**src/rtl/i2c_mon_pkg.sv**
```systemverilog
package i2c_mon_pkg;

  typedef struct packed {
    logic scl;
    logic sda;
  } line_t;

  // SDA falls while SCL is high in both samples
  function automatic logic is_start(line_t now, line_t was);
    return now.scl && was.scl && was.sda && !now.sda;
  endfunction

  // SDA rises while SCL is high in both samples
  function automatic logic is_stop(line_t now, line_t was);
    return now.scl && was.scl && !was.sda && now.sda;
  endfunction

  // a bit is on the wire and the frame has started but has not finished
  function automatic logic mid_frame(logic risen, int unsigned done, int unsigned frame);
    return risen && (done != 0) && (done < frame);
  endfunction

endpackage

```
**src/rtl/i2c_mon_sync.sv**
```systemverilog
module i2c_mon_sync #(
  parameter int WIDTH  = 2,
  parameter int STAGES = 2
) (
  input  logic             clk,
  input  logic             rst_n,
  input  logic [WIDTH-1:0] d,
  output logic [WIDTH-1:0] q
);
  logic [WIDTH-1:0] stage [STAGES];

  generate
    for (genvar i = 0; i < STAGES; i++) begin : g_stage
      if (i == 0) begin : g_first
        always_ff @(posedge clk or negedge rst_n)
          if (!rst_n) stage[0] <= '1;
          else        stage[0] <= d;
      end else begin : g_next
        always_ff @(posedge clk or negedge rst_n)
          if (!rst_n) stage[i] <= '1;
          else        stage[i] <= stage[i-1];
      end
    end
  endgenerate

  assign q = stage[STAGES-1];
endmodule

```
**src/rtl/i2c_mon_cond.sv**
```systemverilog
module i2c_mon_cond
  import i2c_mon_pkg::*;
(
  input  logic  clk,
  input  logic  rst_n,
  input  line_t now,
  output logic  start_evt,
  output logic  stop_evt,
  output logic  scl_rise,
  output logic  scl_fall
);
  line_t was;

  always_ff @(posedge clk or negedge rst_n)
    if (!rst_n) was <= '1;
    else        was <= now;

  assign start_evt = is_start(now, was);
  assign stop_evt  = is_stop(now, was);
  assign scl_rise  = now.scl && !was.scl;
  assign scl_fall  = !now.scl && was.scl;

  AST_EVT_EXCLUSIVE: assert property (@(posedge clk) disable iff (!rst_n)
    !(start_evt && stop_evt));
endmodule

```
**src/rtl/i2c_mon_bitpos.sv**
```systemverilog
module i2c_mon_bitpos
  import i2c_mon_pkg::*;
#(
  parameter int FRAME_BITS = 9
) (
  input  logic clk,
  input  logic rst_n,
  input  logic enable,
  input  logic start_evt,
  input  logic stop_evt,
  input  logic scl_rise,
  input  logic scl_fall,
  output logic misplaced
);
  localparam int CNT_W = $clog2(FRAME_BITS);
  localparam logic [CNT_W-1:0] LAST = CNT_W'(FRAME_BITS - 1);

  logic [CNT_W-1:0] done_q;
  logic             risen_q;

  always_ff @(posedge clk or negedge rst_n)
    if (!rst_n) begin
      done_q  <= '0;
      risen_q <= 1'b0;
    end else if (!enable || start_evt || stop_evt) begin
      done_q  <= '0;
      risen_q <= 1'b0;
    end else if (scl_rise) begin
      risen_q <= 1'b1;
    end else if (scl_fall && risen_q) begin
      risen_q <= 1'b0;
      done_q  <= (done_q == LAST) ? '0 : done_q + 1'b1;
    end

  assign misplaced = mid_frame(risen_q, 32'(done_q), FRAME_BITS);

  AST_CNT_RANGE: assert property (@(posedge clk) disable iff (!rst_n)
    32'(done_q) < FRAME_BITS);
  AST_FRESH_AFTER_EVT: assert property (@(posedge clk) disable iff (!rst_n)
    (start_evt || stop_evt) |=> !misplaced);
endmodule

```
**src/rtl/i2c_mon_flags.sv**
```systemverilog
module i2c_mon_flags (
  input  logic clk,
  input  logic rst_n,
  input  logic enable,
  input  logic start_evt,
  input  logic stop_evt,
  input  logic misplaced,
  input  logic own_master,
  input  logic slave_hit,
  input  logic addr_phase,
  input  logic stop_clr,
  input  logic err_clr,
  output logic bus_busy,
  output logic stop_flag,
  output logic bus_err
);
  logic hit_q;
  logic involved;
  logic stop_set;
  logic err_set;

  assign involved = own_master || hit_q;
  assign stop_set = stop_evt && involved;
  assign err_set  = (start_evt || stop_evt) && misplaced && involved && !addr_phase;

  always_ff @(posedge clk or negedge rst_n)
    if (!rst_n)                      hit_q <= 1'b0;
    else if (!enable)                hit_q <= 1'b0;
    else if (start_evt || stop_evt)  hit_q <= 1'b0;
    else if (slave_hit)              hit_q <= 1'b1;

  always_ff @(posedge clk or negedge rst_n)
    if (!rst_n)          bus_busy <= 1'b0;
    else if (!enable)    bus_busy <= 1'b0;
    else if (start_evt)  bus_busy <= 1'b1;
    else if (stop_evt)   bus_busy <= 1'b0;

  always_ff @(posedge clk or negedge rst_n)
    if (!rst_n)          stop_flag <= 1'b0;
    else if (!enable)    stop_flag <= 1'b0;
    else if (stop_set)   stop_flag <= 1'b1;
    else if (stop_clr)   stop_flag <= 1'b0;

  always_ff @(posedge clk or negedge rst_n)
    if (!rst_n)          bus_err <= 1'b0;
    else if (!enable)    bus_err <= 1'b0;
    else if (err_set)    bus_err <= 1'b1;
    else if (err_clr)    bus_err <= 1'b0;

  AST_BUSY_ON_START: assert property (@(posedge clk) disable iff (!rst_n)
    (enable && start_evt) |=> bus_busy);
  AST_BUSY_OFF_STOP: assert property (@(posedge clk) disable iff (!rst_n)
    stop_evt |=> !bus_busy);
  AST_DISABLE_CLEARS: assert property (@(posedge clk) disable iff (!rst_n)
    !enable |=> (!bus_busy && !stop_flag && !bus_err));
  AST_STOPF_SOURCE: assert property (@(posedge clk) disable iff (!rst_n)
    $rose(stop_flag) |-> $past(stop_evt));
  AST_ERR_NOT_ADDR: assert property (@(posedge clk) disable iff (!rst_n)
    $rose(bus_err) |-> (!$past(addr_phase) && $past(misplaced)));
endmodule

```
**src/rtl/i2c_bus_monitor.sv**
```systemverilog
module i2c_bus_monitor
  import i2c_mon_pkg::*;
#(
  parameter int SYNC_STAGES = 2,
  parameter int FRAME_BITS  = 9
) (
  input  logic clk,
  input  logic rst_n,
  input  logic scl_in,
  input  logic sda_in,
  input  logic enable,
  input  logic own_master,
  input  logic slave_hit,
  input  logic addr_phase,
  input  logic stop_clr,
  input  logic err_clr,
  output logic bus_busy,
  output logic stop_flag,
  output logic bus_err
);
  line_t raw_line;
  line_t sync_line;
  logic  start_evt;
  logic  stop_evt;
  logic  scl_rise;
  logic  scl_fall;
  logic  misplaced;

  assign raw_line = '{scl: scl_in, sda: sda_in};

  i2c_mon_sync #(.WIDTH($bits(line_t)), .STAGES(SYNC_STAGES)) u_sync (
    .clk(clk), .rst_n(rst_n), .d(raw_line), .q(sync_line)
  );

  i2c_mon_cond u_cond (
    .clk(clk), .rst_n(rst_n), .now(sync_line),
    .start_evt(start_evt), .stop_evt(stop_evt),
    .scl_rise(scl_rise), .scl_fall(scl_fall)
  );

  i2c_mon_bitpos #(.FRAME_BITS(FRAME_BITS)) u_bitpos (
    .clk(clk), .rst_n(rst_n), .enable(enable),
    .start_evt(start_evt), .stop_evt(stop_evt),
    .scl_rise(scl_rise), .scl_fall(scl_fall), .misplaced(misplaced)
  );

  i2c_mon_flags u_flags (
    .clk(clk), .rst_n(rst_n), .enable(enable),
    .start_evt(start_evt), .stop_evt(stop_evt), .misplaced(misplaced),
    .own_master(own_master), .slave_hit(slave_hit), .addr_phase(addr_phase),
    .stop_clr(stop_clr), .err_clr(err_clr),
    .bus_busy(bus_busy), .stop_flag(stop_flag), .bus_err(bus_err)
  );
endmodule

```
**config.mk**
```make
export PLATFORM = sky130hd
export DESIGN_NAME = i2c_bus_monitor
export DESIGN_NICKNAME = d
export VERILOG_FILES = /design/src/rtl/i2c_mon_pkg.sv /design/src/rtl/i2c_mon_sync.sv /design/src/rtl/i2c_mon_cond.sv /design/src/rtl/i2c_mon_bitpos.sv /design/src/rtl/i2c_mon_flags.sv /design/src/rtl/i2c_bus_monitor.sv
export SDC_FILE = /design/constraint.sdc
export NUM_CORES = 1
export LEC_CHECK = 0
export BUFFER_PORTS_ARGS = -buffer_cell sky130_fd_sc_hd__buf_2
export CAP_MARGIN = 20
export CORE_MARGIN = 10
export CORE_UTILIZATION = 46
export DETAILED_ROUTE_END_ITERATION = 6
export PLACE_DENSITY = 0.71
export SYNTH_ARGS = -nofsm -noshare
export SYNTH_HDL_FRONTEND = slang
export SYNTH_SLANG_ARGS = --single-unit
```
**constraint.sdc**
```tcl
create_clock -name clk -period 1.7 [get_ports clk]
set_clock_uncertainty 0.2 [all_clocks]
set_input_delay 0.085 -clock clk [delete_from_list [all_inputs] [get_ports clk]]
set_output_delay 0.085 -clock clk [all_outputs]
set_load 0.01 [all_outputs]
```
==> impl_metrics.tcl, run 1 <==
set metrics [dict create \
    status "complete, no violations" \
    yosysMostFrequentCell "dfrtp_1" \
    cts_buffer_depth 2 \
    hp-class "primary input to async pin" \
    crit_fanout 6 \
    syn_area_per_cell_um2 11.0 \
    critPathArrivalTime_ns 1.62 \
    max_slew.worst_pin.slew_ns 0.321 \
    setup_viol 0 \
    place_area_um2 751 \
    numPortBuffers 12 \
    rows 13 \
    grt_overflow_total 0 \
    place_congestion 0.668 \
    via_per_inst 5.14 \
    critPathLaunchType "register" \
    grt_max_degree 16 \
    die_w_um 58.2 \
    netlist_top_cells_area "dfrtp_1 34%, dfstp_2 23%, a21oi_1 3.7%" \
    synth_warnings 0 \
    instances_no_fill 103 \
    synth_ff_type "dfrtp_1" \
    cts_tree "yes" \
    num_vias 529 \
    remaining_drc_errors 0 \
    drv_cap 0 \
    numCtsBuffers 3 \
    die_area_um2 3390 \
    synth-edff-count 0 \
    wl_per_cell_um 12.9 \
    required_ns 1.71 \
    ys_seq_area_share_pct 57.0 \
    synth_commonest_cells "9 x dfrtp_1, 6 x dfstp_2, 6 x inv_1" \
    die_h_um 58.2 \
    start_util_pct 50.4 \
    endpoint_kind "register" \
    grt_pass1_wl_mm 2.19 \
    syn2layout_area_growth_pct 31.8 \
    syn_inst 61 \
    coreArea_um2 1330 \
    ioPinCount 13 \
    p_leak_nw 0.409 \
    dp_hpwl_um 869 \
    max-slew-margin-rel_pct 78.6 \
    antenna_found_initial 0 \
    routed_wl_mm 1.33 \
    antenna_left 0 \
    clk_pin_slew_ns 0.09 \
    report.power.total_mw 0.659 \
    setup_tns_ns 0 \
    dpl.cell_count 88 \
    synthesis.nets 73 \
    diodes 0 \
    period_needed_ns 1.61 \
    final_layout_size_suffix_gt1_share_pct 31.8 \
    grt_setup_unrepaired "no" \
    root_buffer "clkbuf_4" \
    async_flop_share_pct 100 \
    synth_top_area_share_pct 33.5 \
    min_period_over_period_pct 94.6 \
    yosys.area.top_type "dfrtp_1" \
    grt_pass1_vias 494 \
    htree_levels 1 \
    firstDrtPassIters 4 \
    crit_type "register to register" \
    yosys_register_bits 15 \
    syn-cell-area_um2 672 \
    layout.nets 101 \
    drtIter0Drc 2 \
    p_per_area_nw_per_um2 744 \
    stdcell_area_um2 886 \
    cts.sinks 15 \
    hold_viol 0 \
    drv_slew 0 \
    insertion_delay_ns 0.28 \
    fill_cells 105 \
    grt_use_total_pct 8.33 \
    ir_drop_v 0.000541 \
    max_freq_ghz 0.622 \
    synthDistinctLibCells 24 \
]
==> power breakdown <==
part | internal (mW) | switching (mW)
clock | 0.0894 | 0.117
combinational | 0.0360 | 0.0291
sequential | 0.376 | 0.0120
==> repair_timing <==
item                                    4_1_cts  5_1_grt
endpoints found under the setup margin        0        1
hold endpoints to repair                     21        0
hold buffers                                  9        0
gates resized for setup                       0        0
setup buffers                                 0        2
==> final timing paths <==
kind	startpoint	endpoint	slack [ns]	cells after the start
worst max-delay path	u_cond.was[1]$_DFF_PN1_	u_bitpos.done_q[3]$_DFFE_PN0P_	0.09	3
worst min-delay path	rst_n	u_bitpos.risen_q$_DFFE_PN0P_	0.02	2
worst max register to register	u_cond.was[1]$_DFF_PN1_	u_bitpos.done_q[3]$_DFFE_PN0P_	0.09	3
worst min register to register	u_sync.stage[2]$_DFF_PN1_	u_sync.q[0]$_DFF_PN1_	0.16	0
max in group asynchronous	rst_n	u_cond.was[0]$_DFF_PN1_	0.99	2
min in group clk	own_master	u_flags.stop_flag$_DFFE_PN0P_	0.05	4
==> through the flow <==
step,hold WS [ns],utilization [%],setup slack (ns)
final,0.0169,66.4,0.0910
after floorplan,-0.411,-,0.132
after global placement,-0.199,56.3,0.103
after global routing,0.0239,66.4,0.000722
after detailed placement,-0.199,56.3,0.0605
after CTS,0.0180,65.3,0.0368
==> layout make-up <==
cell class,count,area [µm²],share of cell area (%)
clock buffers,3,22.5,2.54
clock inverters,1,7.51,0.847
inverters,6,22.5,2.54
multi-input cells,40,267,30.1
flip-flops and latches,15,383,43.2
well taps,15,18.8,2.12
repair buffers,23,165,18.6
==> routing by layer <==
metal	global-route usage, %	up-vias	wire [µm]
met5	0	-	0
met4	3.02	0	17
met3	5.23	2	123
met2	12.4	16	625
met1	9.41	244	558
li1	-	267	-
==> critical path, stage by stage, from the launching register on <==
cell and delay, ns:
dfstp_2 0.58, nand3b_4 0.10, or4_1 0.48, a31oi_1 0.17
==> kinds of logic (layout without fill, tap and decap cells) <==
family                   after synthesis  in the layout  synth area share [%]
buffers and inverters                  6             33                  3.35
multiplexers                           1              1                  1.49
flip-flops                            15             15                  57.0
AND/OR/NAND/NOR                       20             20                  17.5
XOR/XNOR                               2              2                  2.61
AO/OA/AOI/OAI                         15             15                  14.3
adder cells (fa/ha/maj)                2              2                  3.72
==> state kept, by name, indices dropped and copies added, names as in the netlist <==
signal,cells
u_bitpos.done_q,4
u_bitpos.risen_q,1
u_cond.was,2
u_flags.bus_busy,1
u_flags.bus_err,1
u_flags.hit_q,1
u_flags.stop_flag,1
u_sync.q,2
u_sync.stage,2
==> layout by cell type, fill, tap and decap left out <==
master | Yosys | routed
a2111o_1 | 1 | 1
a21oi_1 | 5 | 5
a311o_2 | 1 | 1
a31o_2 | 1 | 1
a31oi_1 | 2 | 2
buf_2 | 0 | 12
buf_4 | 0 | 2
clkbuf_4 | 0 | 3
clkinvlp_4 | 0 | 1
dfrtp_1 | 9 | 9
dfstp_2 | 6 | 6
dlygate4sd3_1 | 0 | 9
ha_1 | 2 | 2
inv_1 | 6 | 6
mux2i_1 | 1 | 1
nand2_1 | 5 | 5
nand2b_1 | 2 | 2
nand3_1 | 2 | 2
nand3b_1 | 1 | 1
nand3b_4 | 1 | 1
nor2_1 | 5 | 5
o21ai_0 | 4 | 4
o31ai_1 | 1 | 1
or2_2 | 1 | 1
or3_1 | 1 | 1
or4_1 | 1 | 1
or4b_1 | 1 | 1
xnor2_1 | 1 | 1
xor2_1 | 1 | 1
Note: power is estimated with default switching activity, not from simulation.
==> run 2, diff against run 1 <==
--- a/config.mk
+++ b/config.mk
@@ -7,10 +7,11 @@
 export LEC_CHECK = 0
 export BUFFER_PORTS_ARGS = -buffer_cell sky130_fd_sc_hd__buf_2
 export CAP_MARGIN = 20
-export CORE_MARGIN = 10
-export CORE_UTILIZATION = 46
+export CORE_AREA = 10 10 47 49
 export DETAILED_ROUTE_END_ITERATION = 6
-export PLACE_DENSITY = 0.71
+export DIE_AREA = 0 0 57 59
+export PLACE_DENSITY = 0.74
 export SYNTH_ARGS = -nofsm -noshare
 export SYNTH_HDL_FRONTEND = slang
 export SYNTH_SLANG_ARGS = --single-unit
+export TNS_END_PERCENT = 100
==> constraint.sdc (replaced) <==
create_clock -name clk -period 2 [get_ports clk]
set_clock_uncertainty 0.2 [all_clocks]
set_input_delay 0.1 -clock clk [delete_from_list [all_inputs] [get_ports clk]]
set_output_delay 0.1 -clock clk [all_outputs]
set_load 0.01 [all_outputs]
==> run 2 against run 1 <==
Critical endpoint unchanged. Die area fell by 0.78%. Largest power group unchanged. Utilization decreased by 4.5 points. Total power is 16% lower. Count of clock-buffer cells in the layout increased by 1.
==> impl_metrics.tcl, run 2 (synthesized netlist as in run 1, its figures left out) <==
set metrics [dict create \
    status "complete, no violations" \
    rr_startpoint "u_cond.was[1]$_DFF_PN1_" \
    hold_buffers 9 \
    diodes 0 \
    crit_type "register to register" \
    dp_slack_ns 0.391 \
    wl_per_cell_um 12.9 \
    cts.sinks 15 \
    routed_wl_mm 1.32 \
    grt_overflow_total 0 \
    grt_setup_unrepaired "no" \
    largest_register_ffs 4 \
    num_vias 516 \
    remaining_drc_errors 0 \
    grt_pass1_vias 486 \
    p_leak_nw 0.401 \
    place_congestion 0.781 \
    worst_slack_ns 0.380 \
    firstDrtPassIters 4 \
    endpoint_kind "register" \
    p_per_area_nw_per_um2 637 \
    post-cts-setup-buffers 0 \
    start_util_pct 47.9 \
    htree_levels 1 \
    numPortBuffers 12 \
    via_per_inst 5.06 \
    hp-class "primary input to async pin" \
    insertion_delay_ns 0.28 \
    cts_buffer_depth 2 \
    antenna_left 0 \
    min_period_over_period_pct 81.0 \
    numCtsBuffers 3 \
    hold_viol 0 \
    ff2ff_setup_slack_ns 0.38 \
    die_area_um2 3360 \
    grt_pass1_wl_mm 2.14 \
    rows 14 \
    root_buffer "clkbuf_4" \
    final_common_cell "buf_2" \
    rr_worst_depth 3 \
    drv_cap 0 \
    antenna_found_initial 0 \
    cts_tree "yes" \
    ir_drop_v 0.000508 \
    regMostFlops "u_bitpos.done_q" \
    ioPinCount 13 \
    max_slew.worst_pin.slew_ns 0.319 \
    drtIter0Drc 8 \
    syn2layout_area_growth_pct 29.2 \
    max-slew-margin-rel_pct 78.7 \
    period_needed_ns 1.62 \
    crit_fanout 7 \
    final_cell_mix "12 x buf_2, 9 x dlygate4sd3_1, 9 x dfrtp_1" \
    final_layout_size_suffix_gt1_share_pct 29.1 \
    setup_tns_ns 0 \
    coreArea_um2 1400 \
    setup.worst_path.start "u_cond.was[1]$_DFF_PN1_" \
    setup_viol 0 \
    drv_slew 0 \
    endpoint "u_bitpos.done_q[3]$_DFFE_PN0P_" \
    cts-resized-gates 0 \
    r2r-end "u_bitpos.done_q[3]$_DFFE_PN0P_" \
    critPathLaunchType "register" \
    die_h_um 59 \
    dp_hpwl_um 925 \
    required_ns 2.01 \
    fill_cells 126 \
    die_w_um 57 \
    grt_max_degree 16 \
    max_freq_ghz 0.617 \
    grt_use_total_pct 8.48 \
    critPathArrivalTime_ns 1.63 \
    clk_pin_slew_ns 0.08 \
    layout.nets 99 \
]
[run 2: changes by cell type in the layout (fill, tap and decap cells not counted), sizes merged]
cell      change
clkbuf        +1
buf           -2
clkinvlp      -1
[run 2: final cells by class]
type                    count  area [µm²]  area share [%]
clock buffers               4        26.3            3.03
flip-flops and latches     15         383            44.1
inverters                   6        22.5            2.59
well taps                  16        20.0            2.31
multi-input cells          40         267            30.7
repair buffers             21         150            17.3
[run 2: how the worst min path moves through the flow]
stage | endpoint | depth (start not counted) | start | slack [ns]
after floorplan | u_bitpos.done_q[0]$_DFFE_PN0P_ | 0 | rst_n | -0.40
after global placement | u_bitpos.risen_q$_DFFE_PN0P_ | 1 | rst_n | -0.19
after detailed placement | u_flags.hit_q$_DFFE_PN0P_ | 1 | rst_n | -0.19
after CTS | u_flags.hit_q$_DFFE_PN0P_ | 2 | rst_n | 0.03
after global routing | u_flags.hit_q$_DFFE_PN0P_ | 2 | rst_n | 0.04
final | u_bitpos.done_q[1]$_DFFE_PN0P_ | 2 | rst_n | 0.03
[run 2: layer usage]
metal / GRT usage [%] / part of all wire [%]
met3: 4.08 / 7.0
met5: 0 / 0
met2: 11.8 / 44
met1: 8.59 / 45
met4: 9.73 / 3.7
[run 2: critical path: stages (launching register included)]
cell	delay (ns)
dfstp_2	0.59
nand3b_4	0.12
or4_1	0.47
a31oi_1	0.17
[run 2: power breakdown]
part | total [mW] | leakage (nW) | internal [mW] | switching (mW)
clock | 0.171 | 0.0150 | 0.0776 | 0.0934
sequential | 0.330 | 0.186 | 0.319 | 0.0104
combinational | 0.0524 | 0.200 | 0.0287 | 0.0236
[run 2: per-stage QoR]
step | utilization [%] | area, µm² | cells | hold slack (ns) | power, mW
after floorplan | - | 672 | 61 | -0.396 | 0.354
after global placement | 53.7 | 752 | 89 | -0.189 | 0.375
after detailed placement | 53.7 | 752 | 89 | -0.185 | 0.376
after CTS | 62.0 | 868 | 102 | 0.0298 | 0.562
after global routing | 62.0 | 868 | 102 | 0.0438 | 0.587
final | 62.0 | 868 | 102 | 0.0298 | 0.553
==> run 3, diff against run 2 <==
--- a/config.mk
+++ b/config.mk
@@ -7,10 +7,10 @@
 export LEC_CHECK = 0
 export BUFFER_PORTS_ARGS = -buffer_cell sky130_fd_sc_hd__buf_2
 export CAP_MARGIN = 20
-export CORE_AREA = 10 10 47 49
+export CORE_MARGIN = 10
+export CORE_UTILIZATION = 51
 export DETAILED_ROUTE_END_ITERATION = 6
-export DIE_AREA = 0 0 57 59
-export PLACE_DENSITY = 0.74
+export PLACE_DENSITY = 0.75
 export SYNTH_ARGS = -nofsm -noshare
 export SYNTH_HDL_FRONTEND = slang
 export SYNTH_SLANG_ARGS = --single-unit
==> constraint.sdc (replaced) <==
create_clock -name clk -period 1.65 [get_ports clk]
set_clock_uncertainty 0.2 [all_clocks]
set_input_delay 0.0825 -clock clk [delete_from_list [all_inputs] [get_ports clk]]
set_output_delay 0.0825 -clock clk [all_outputs]
set_load 0.01 [all_outputs]
==> run 3 against run 2 <==
Global-route usage fell by 0.070 points. Flip-flop and latch count unchanged. First-iteration DRC count is 25% lower. Non-clock buffer count grew 1. Die area shrank 5.8%. Sequential share of layout area fell by 0.32 points. Worst hold slack worse by 0.019 ns. Cell count stayed put. Count of clock-buffer cells in the layout stayed put.
==> impl_metrics.tcl, run 3 (synthesized netlist as in run 1, its figures left out) <==
set metrics [dict create \
    htree_levels 1 \
    place_area_um2 758 \
    place_congestion 0.750 \
    firstDrtPassIters 4 \
    grt_pass1_wl_mm 2.17 \
    worst_slack_ns 0.0550 \
    setup.worst_path.start "u_cond.was[1]$_DFF_PN1_" \
    antenna_found_initial 0 \
    stdcell_area_um2 875 \
    critPathArrivalTime_ns 1.61 \
    diodes 0 \
    max_freq_ghz 0.627 \
    insertion_delay_ns 0.29 \
    hold_buffers 9 \
    r2r-end "u_flags.stop_flag$_DFFE_PN0P_" \
    report.power.total_mw 0.678 \
    final_common_cell "buf_2" \
    syn2layout_area_growth_pct 30.2 \
    root_buffer "clkbuf_4" \
    post-cts-setup-buffers 0 \
    max-slew-margin-rel_pct 78.8 \
    slowest_stage "dfstp_2" \
    endpoint_kind "register" \
    ir_drop_v 0.000693 \
    final_cell_mix "12 x buf_2, 9 x dlygate4sd3_1, 9 x dfrtp_1" \
    grt_setup_unrepaired "no" \
    min_period_over_period_pct 96.7 \
    regMostFlops "u_bitpos.done_q" \
    critPathLaunchType "register" \
    drv_slew 0 \
    critPathMaxStageDelay_ns 0.60 \
    drtIter0Drc 6 \
    instances_no_fill 102 \
    num_vias 530 \
    grt_max_degree 16 \
    wl_per_cell_um 12.5 \
    p_per_area_nw_per_um2 776 \
    path_cells "nand2_1, or4b_1, a21oi_1" \
    dp_slack_ns 0.0720 \
    cts_buffer_depth 2 \
    hold_viol 0 \
    die_w_um 56.3 \
    rows 13 \
    cts.sinks 15 \
    via_per_inst 5.20 \
    critical_path_buf_inv_count 0 \
    grt_overflow_total 0 \
    cts-resized-gates 0 \
    final_layout_size_suffix_gt1_share_pct 29.9 \
    required_ns 1.67 \
    dp_hpwl_um 898 \
    hp-class "primary input to async pin" \
    grt_use_total_pct 8.41 \
    period_needed_ns 1.60 \
    setup_viol 0 \
    dpl.cell_count 89 \
    ioPinCount 13 \
    start_util_pct 53.0 \
    numPortBuffers 12 \
    drv_cap 0 \
    die_area_um2 3170 \
    largest_register_ffs 4 \
    fill_cells 89 \
    max_slew.worst_pin.slew_ns 0.318 \
    rr_worst_depth 3 \
    setup_tns_ns 0 \
    numCtsBuffers 3 \
    cts_tree "yes" \
    grt_pass1_vias 505 \
    rr_startpoint "u_cond.was[1]$_DFF_PN1_" \
    coreArea_um2 1270 \
    crit_type "register to register" \
    antenna_left 0 \
    die_h_um 56.3 \
    p_leak_nw 0.406 \
    status "complete, no violations" \
    crit_family "flip-flops" \
    routed_wl_mm 1.27 \
    crit_fanout 6 \
    layout.nets 100 \
    clk_pin_slew_ns 0.09 \
    remaining_drc_errors 0 \
    ff2ff_setup_slack_ns 0.05 \
]
==> run 3: worst max-delay path by stage <==
| stage | to | cells past startpoint |
|---|---|---|
| 5_1_grt | u_flags.stop_flag$_DFFE_PN0P_ | 3 |
| 4_1_cts | u_flags.stop_flag$_DFFE_PN0P_ | 3 |
| 3_3_place_gp | u_flags.stop_flag$_DFFE_PN0P_ | 3 |
| 6_report | u_flags.stop_flag$_DFFE_PN0P_ | 3 |
| 2_1_floorplan | u_bitpos.done_q[3]$_DFFE_PN0P_ | 3 |
| 3_5_place_dp | u_bitpos.done_q[3]$_DFFE_PN0P_ | 3 |
==> run 3: layout make-up <==
cell class	instances	area, µm²	area share [%]
sequential	15	383	43.8
multi-input combinational	40	267	30.5
timing repair buffer	22	158	18.0
clock buffer	4	26.3	3.00
inverter	6	22.5	2.58
tap	15	18.8	2.15
==> run 3: worst reg2reg max path, cell delays in order (launching register included) <==
cell	delay, ns
dfstp_2	0.60
nand2_1	0.08
or4b_1	0.50
a21oi_1	0.15
==> run 3: power breakdown <==
part | switching [mW] | internal, mW
sequential | 0.0131 | 0.387
combinational | 0.0279 | 0.0355
clock | 0.121 | 0.0940
total | 0.162 | 0.517
==> run 3: per-stage QoR <==
step	hold WS, ns	util, %
floorplan	-0.413	-
global placement	-0.203	59.8
detailed placement	-0.200	59.8
CTS	0.0303	68.9
global route	0.0489	68.9
finish	0.0111	68.9
==> run 3: routing by layer <==
metal	part of all wire, %	track usage (%)	up-vias
li1	-	-	265
met1	49	9.16	246
met2	43	13.0	15
met3	6.1	3.15	4
met4	2.4	6.19	0
met5	0	0	-
